`config.mk`:
```
export PLATFORM = sky130hd
export DESIGN_NAME = funnel_shift_unit
export DESIGN_NICKNAME = d
export VERILOG_FILES = /design/src/rtl/fsh_pkg.sv /design/src/rtl/fsh_funnel_build.sv /design/src/rtl/fsh_offset.sv /design/src/rtl/fsh_window.sv /design/src/rtl/funnel_shift_unit.sv
export SDC_FILE = /design/constraint.sdc
export NUM_CORES = 1
export LEC_CHECK = 0
export ABC_AREA = 1
export BUFFER_PORTS_ARGS = -buffer_cell sky130_fd_sc_hd__buf_2
export CAP_MARGIN = 20
export CORE_AREA = 4 4 85 87
export DETAILED_ROUTE_END_ITERATION = 16
export DIE_AREA = 0 0 89 91
export GPL_ROUTABILITY_DRIVEN = 0
export PLACE_DENSITY = 0.88
export SETUP_SLACK_MARGIN = 0.5
export SLEW_MARGIN = 20
export SYNTH_ARGS = -nofsm -noshare
export SYNTH_HDL_FRONTEND = slang
export SYNTH_SLANG_ARGS = --single-unit
```
`constraint.sdc`:
```
create_clock -name vclk -period 5.3
set_input_delay 1.06 -clock vclk [all_inputs]
set_output_delay 1.06 -clock vclk [all_outputs]
set_load 0.01 [all_outputs]
```
`src/rtl/fsh_pkg.sv`:
```
package fsh_pkg;

   typedef enum logic [1:0] {
      FSH_ZERO   = 2'b00,
      FSH_SIGN   = 2'b01,
      FSH_CIRC   = 2'b10,
      FSH_SPARE  = 2'b11
   } fsh_mode_e;

endpackage

```
`src/rtl/fsh_funnel_build.sv`:
```
module fsh_funnel_build #(
   parameter int N = 32
) (
   input  logic [N-1:0]     data_i,
   input  logic             dir_left_i,
   input  logic [1:0]       mode_i,
   output logic [2*N-2:0]   funnel_o
);
   import fsh_pkg::*;

   localparam int FILL_W = N - 1;

   logic [FILL_W-1:0] fill;

   // Fill bits: circular modes reuse the data, sign fill only matters on right shifts
   always_comb begin
      unique case (fsh_mode_e'(mode_i))
         FSH_CIRC: fill = dir_left_i ? data_i[N-1:1] : data_i[N-2:0];
         FSH_SIGN: fill = dir_left_i ? '0 : {FILL_W{data_i[N-1]}};
         default:  fill = '0;
      endcase
   end

   // Right: data low, fill high. Left: data high, fill low.
   assign funnel_o = dir_left_i ? {data_i, fill} : {fill, data_i};

endmodule

```
`src/rtl/fsh_offset.sv`:
```
module fsh_offset #(
   parameter int N  = 32,
   parameter int AW = 5
) (
   input  logic [AW-1:0] amt_i,
   input  logic          dir_left_i,
   output logic [AW-1:0] off_o
);
   localparam bit POW2 = (N == (1 << AW));
   localparam logic [AW-1:0] TOP = AW'(N - 1);

   generate
      if (POW2) begin : g_invert
         // (N-1)-k equals ~k when N-1 is all ones
         assign off_o = dir_left_i ? ~amt_i : amt_i;
      end else begin : g_subtract
         assign off_o = dir_left_i ? (TOP - amt_i) : amt_i;
      end
   endgenerate

endmodule

```
`src/rtl/fsh_window.sv`:
```
module fsh_window #(
   parameter int N  = 32,
   parameter int AW = 5
) (
   input  logic [2*N-2:0] funnel_i,
   input  logic [AW-1:0]  off_i,
   output logic [N-1:0]   win_o
);
   localparam int FW = 2 * N - 1;
   localparam int PW = N + (1 << AW) - 1;

   logic [PW-1:0] padded;
   assign padded = PW'(funnel_i);

   // Highest offset bit first; each stage narrows to what later stages can still reach
   generate
      for (genvar b = AW - 1; b >= 0; b--) begin : g_stage
         localparam int WI = N + (2 << b) - 1;
         localparam int WO = N + (1 << b) - 1;
         logic [WI-1:0] vin;
         logic [WO-1:0] vout;
         if (b == AW - 1) begin : g_first
            assign vin = padded;
         end else begin : g_next
            assign vin = g_stage[b+1].vout;
         end
         assign vout = off_i[b] ? vin[(1 << b) +: WO] : vin[WO-1:0];
      end
   endgenerate

   assign win_o = g_stage[0].vout;

   always_comb begin
      if (off_i == '0)
         a_r7_window_origin: assert (win_o == funnel_i[N-1:0])
            else $error("window at offset 0 differs from funnel low bits");
   end

   generate
      if (PW < FW) begin : g_bad_pad
         $error("fsh_window: padded width below funnel width");
      end
   endgenerate

endmodule

```
`src/rtl/funnel_shift_unit.sv`:
```
module funnel_shift_unit #(
   parameter int N  = 32,
   parameter int AW = $clog2(N)
) (
   input  logic [N-1:0]  data_i,
   input  logic [AW-1:0] amt_i,
   input  logic          dir_left_i,
   input  logic [1:0]    mode_i,
   output logic [N-1:0]  result_o
);
   import fsh_pkg::*;

   localparam int FW = 2 * N - 1;

   generate
      if (N < 2) begin : g_bad_width
         $error("funnel_shift_unit: N must be at least 2");
      end
      if (AW != $clog2(N)) begin : g_bad_aw
         $error("funnel_shift_unit: AW must equal clog2(N)");
      end
   endgenerate

   logic [FW-1:0] funnel;
   logic [AW-1:0] off;

   fsh_funnel_build #(.N(N)) u_build (
      .data_i     (data_i),
      .dir_left_i (dir_left_i),
      .mode_i     (mode_i),
      .funnel_o   (funnel)
   );

   fsh_offset #(.N(N), .AW(AW)) u_offset (
      .amt_i      (amt_i),
      .dir_left_i (dir_left_i),
      .off_o      (off)
   );

   fsh_window #(.N(N), .AW(AW)) u_window (
      .funnel_i   (funnel),
      .off_i      (off),
      .win_o      (result_o)
   );

   always_comb begin
      if (amt_i == '0)
         a_r7_zero_pass: assert (result_o == data_i)
            else $error("R7 count 0 altered data");
      if (!dir_left_i && mode_i == FSH_ZERO && amt_i != '0)
         a_r1_top_cleared: assert (result_o[N-1] == 1'b0)
            else $error("R1 vacated top bit not zero");
      if (!dir_left_i && mode_i == FSH_SIGN)
         a_r2_sign_kept: assert (result_o[N-1] == data_i[N-1])
            else $error("R2 sign bit lost");
      if (mode_i == FSH_CIRC)
         a_r3_ones_kept: assert ($countones(result_o) == $countones(data_i))
            else $error("R3/R6 circular shift changed bit count");
      if (dir_left_i && mode_i != FSH_CIRC && amt_i != '0)
         a_r4_low_cleared: assert (result_o[0] == 1'b0)
            else $error("R4 vacated low bit not zero");
   end

endmodule

```
======== Word level (Yosys, flattened, before mapping) ========
Index checks and enable logic that the tools add are counted.
storage, ports and cells
  flip-flop bits (word level) ............. 0
  bits of input ports ..................... 40
  logic and storage cells ................. 13
cells by class
  equal/unequal tests ..................... 2
  multiplexer cells ....................... 10
  bitwise gates (word level) .............. 1
operators with widths
  cell                  count
  $mux W63              1
  $mux W31              2
  $pmux W31 S2          1
  $mux W47              1
  $mux W39              1
  $mux W35              1
  $mux W33              1
  $mux W32              1
  $mux W5               1
  $not A5 Y5            1
  $eq A2 B1 Y1 const B  1
  $eq A2 B2 Y1 const B  1

======== Depth between registers and ports, before layout ========
  word-level depth ........................ 8
  gate-level depth with buffers ........... 17
  mapped depth without buffers ............ 15

======== Modules after synthesis ========
A second synthesis with hierarchy kept.
second synthesis, totals
  cell total of the unflattened synthesis .. 799
  area, all modules ....................... 3572.2 um2
modules (own cells, without submodules)
  module            instances  cells each  area an instance (um2)  seq. area each (um2)
  fsh_window        1          464         2139.6                  0.0
  fsh_funnel_build  1          314         1353.8                  0.0
  fsh_offset        1          21          78.8                    0.0

======== Worst setup path before layout ========
No wires, ideal clock.
  kind .................................... input to output
  start point ............................. input port mode_i[0]
  end point ............................... output port result_o[30]
  arrival time ............................ 2.568 ns
  data required time ...................... 4.240 ns
  slack ................................... 1.672 ns
  stages on the path ...................... 12
  cell sequence ........................... inv_1 > ha_1 > nor2_1 > buf_2 > nand2_1 > a21oi_1 > nand2_1 > nand3_1 > nand3_1 > nand2_1 > nand2_1 > nand2_1
on the way
  word-level cells in the longest chain between the ends .. 8
ends and longest elaborated chain
  item                                                 RTL line                source
  from (decl)                                          funnel_shift_unit.sv:8  input logic [1:0] mode_i,
  $eq A2 B1 Y1 / $eq A2 B2 Y1 (equally long branches)  fsh_funnel_build.sv:17  unique case (fsh_mode_e'(mode_i))
  $pmux W31 S2 *                                       fsh_funnel_build.sv:17
  $mux W63 *                                           fsh_funnel_build.sv:25  assign funnel_o = dir_left_i ? {data_i, fill} : {fill, data_i};
  $mux W47 *                                           fsh_window.sv:27        assign vout = off_i[b] ? vin[(1 << b) +: WO] : vin[WO-1:0];
  $mux W39 *                                           fsh_window.sv:27
  $mux W35 *                                           fsh_window.sv:27
  $mux W33 *                                           fsh_window.sv:27
  $mux W32 *                                           fsh_window.sv:27
  to (decl)                                            funnel_shift_unit.sv:9  output logic [N-1:0] result_o
Every way passes the cells marked *; elsewhere a longest branch is shown, timed or not.

======== Worst setup path after layout ========
  start point ............................. input port dir_left_i
  end point ............................... output port result_o[28]
on the way
  word-level cells in the longest chain between the ends .. 8
ends and longest elaborated chain
  item                                RTL line                                        source
  from (decl)                         funnel_shift_unit.sv:7                          input logic dir_left_i,
  $mux W31, on equally long branches  fsh_funnel_build.sv:19, fsh_funnel_build.sv:18
  $pmux W31 S2                        fsh_funnel_build.sv:17
  $mux W63                            fsh_funnel_build.sv:25
  $mux W47                            fsh_window.sv:27
  $mux W39                            fsh_window.sv:27
  $mux W35                            fsh_window.sv:27
  $mux W33                            fsh_window.sv:27
  $mux W32 *                          fsh_window.sv:27
Marks and branches as above.

==> results_dict.tcl <==
set metrics [dict create \
    yosysSeqAreaShare 0 \
    grt_overflow_total 0 \
    core_um2 6350 \
    grt_pass1_wl_mm 21.98 \
    worst-path-buf-inv 4 \
    total_power_mw 0.6260 \
    pin_count 72 \
    crit_type "input port to primary output" \
    ant_nets 0 \
    hold_path_class "input port to primary output" \
    tightest_slew_ns 0.9454 \
    area_delta_synth_final_pct 7.255 \
    cpMostUsedCell "nand2_1" \
    grt_usage 0.3262 \
    powerDensity_nw_per_um2 166.7 \
    syn_inst 779 \
    slew_violations 0 \
    grt_max_degree 47 \
    antennaDiodeCount 0 \
    final_layout_size_suffix_gt1_frac 0.1169 \
    hold_path_end "result_o[20]" \
    fin_tns_setup_ns 0 \
    nets 848 \
    drc 0 \
    die-width_um 89 \
    holdCritStartpoint "amt_i[0]" \
    io_buffers 72 \
    whs_ns 2.774 \
    syn_nets 821 \
    final_common_cell "nand2_1" \
    final_area_um2 3755 \
    placed_area_um2 3751 \
    slew_headroom 0.3691 \
    ctsHoldBuffers 0 \
    drtIter0Drc 1246 \
    startpoint "dir_left_i" \
    wl_mm 13.37 \
    cp.required_ns 4.24 \
    cts_setup_buffers 0 \
    max_clock_freq_mhz 215.7 \
    layout_min_cycle_time_ns 4.636 \
    num_rows 29 \
    regArea_um2 0 \
    peakVddDrop_uv 114.0 \
    via_count 5732 \
    cp_top_family "buffers and inverters" \
    finalCritPeriodShare 0.8748 \
    finalSetupViolCount 0 \
    layout_common_cells "nand2_1 (361), nand3_1 (305), buf_2 (71), a21oi_1 (20), inv_1 (16)" \
    crit_chain "clkbuf_4 > buf_4 > xnor2_2 > inv_2 > nand3_1 > nand3_1 > nand2_1 > nand2_1 > nand2_1 > buf_2" \
    hpwlAfterDp_mm 9.763 \
    antenna_found_initial 0 \
    via_per_inst 6.506 \
    syn_area_per_cell_um2 4.494 \
    whs_path_depth 6 \
    status "finished clean" \
    die_h_um 91 \
    n_clock_buffer 0 \
    grt_pass1_vias 4768 \
    cp_slowest_cell "xnor2_2" \
    routedWlPerCell_um 15.17 \
    fin_util 0.5913 \
    p_leak_nw 2.253 \
    fp.dieArea_um2 8099 \
    worstPathMaxFanout 35 \
    rsz0062_at_grt "no" \
    cp.arrival_ns 3.58 \
    dr.pass1.iters 13 \
    synth_area_um2 3501 \
    start_util 0.5513 \
    max-cap-violations 0 \
    synth_cell_types 20 \
    slowest_delay_ns 0.60 \
    ys.warnings.count 0 \
    end_kind "primary output" \
    finalHoldViolCount 0 \
    n_sequential_cell 0 \
    cp-start-kind "input port" \
]
## cell type report
| type | instances | area (um2) |
|---|---|---|
| Fill cell | 630 | 2595 |
| Inverter | 21 | 82.58 |
| Multi-Input combinational cell | 702 | 3146 |
| Tap cell | 77 | 96.34 |
| Timing Repair Buffer | 81 | 430.4 |
## routing by layer
metal  part of all wire  vias up  global-route usage  routed length (um)
li1                   -     2651                   -                   -
met3               0.16      142             0.06335                2075
met1               0.34     2387              0.4252                4546
met2               0.41      552              0.4938                5522
met5                  0        -                   0                   0
met4              0.091        0              0.1861                1222
## report_power, final
part	switching [mW]	internal (mW)	leakage, nW
Clock	0	0	0
Combinational	0.422	0.204	2.25
Sequential	0	0	0
Total	0.422	0.204	2.25
## cell usage after synthesis
| cell | n | share of area |
|---|---|---|
| xnor2_1 | 1 | 0.0025 |
| clkbuf_1 | 22 | 0.024 |
| inv_1 | 16 | 0.017 |
| xor2_4 | 1 | 0.0079 |
| buf_1 | 9 | 0.0096 |
| nand3_1 | 305 | 0.44 |
| xnor2_2 | 2 | 0.0093 |
| inv_2 | 4 | 0.0043 |
| buf_2 | 15 | 0.021 |
| nand2_1 | 361 | 0.39 |
| nor2_4 | 2 | 0.0064 |
| nor2_2 | 2 | 0.0036 |
| nor2_1 | 4 | 0.0043 |
| a21oi_1 | 20 | 0.029 |
| o211ai_1 | 1 | 0.0021 |
| o21ai_0 | 1 | 0.0014 |
| ha_1 | 2 | 0.0071 |
| inv_4 | 1 | 0.0018 |
| buf_4 | 6 | 0.013 |
| buf_6 | 4 | 0.013 |
## logic make-up (layout without fill, tap and decap cells)
logic type      count (synthesis)  count (layout)  synth area share
buf+inv                        77             102            0.1036
simple gates                  674             674            0.8374
fa+ha+maj                       2               2          0.007147
compound gates                 22              22           0.03217
xor+xnor                        4               4           0.01966
## repair_timing
item	CTS	global route
endpoints found under the setup margin	0	30
resized for setup	0	2
hold endpoints to repair	0	0
## through the flow
step / cells / setup WS [ns]
final: 881 / 0.6636
after global routing: 881 / 0.5608
after CTS: 881 / 0.7481
after detailed placement: 881 / 0.7578
after global placement: 881 / 0.7605
after floorplan: 779 / 1.672
## how the worst max path moves through the flow
stage / end / slack, ns / cells past startpoint
3_3_place_gp: result_o[14] / 0.76 / 12
4_1_cts: result_o[14] / 0.75 / 12
2_1_floorplan: result_o[30] / 1.67 / 12
5_1_grt: result_o[30] / 0.56 / 10
3_5_place_dp: result_o[14] / 0.76 / 12
6_report: result_o[28] / 0.66 / 10
(Power assumes the default switching activity.)
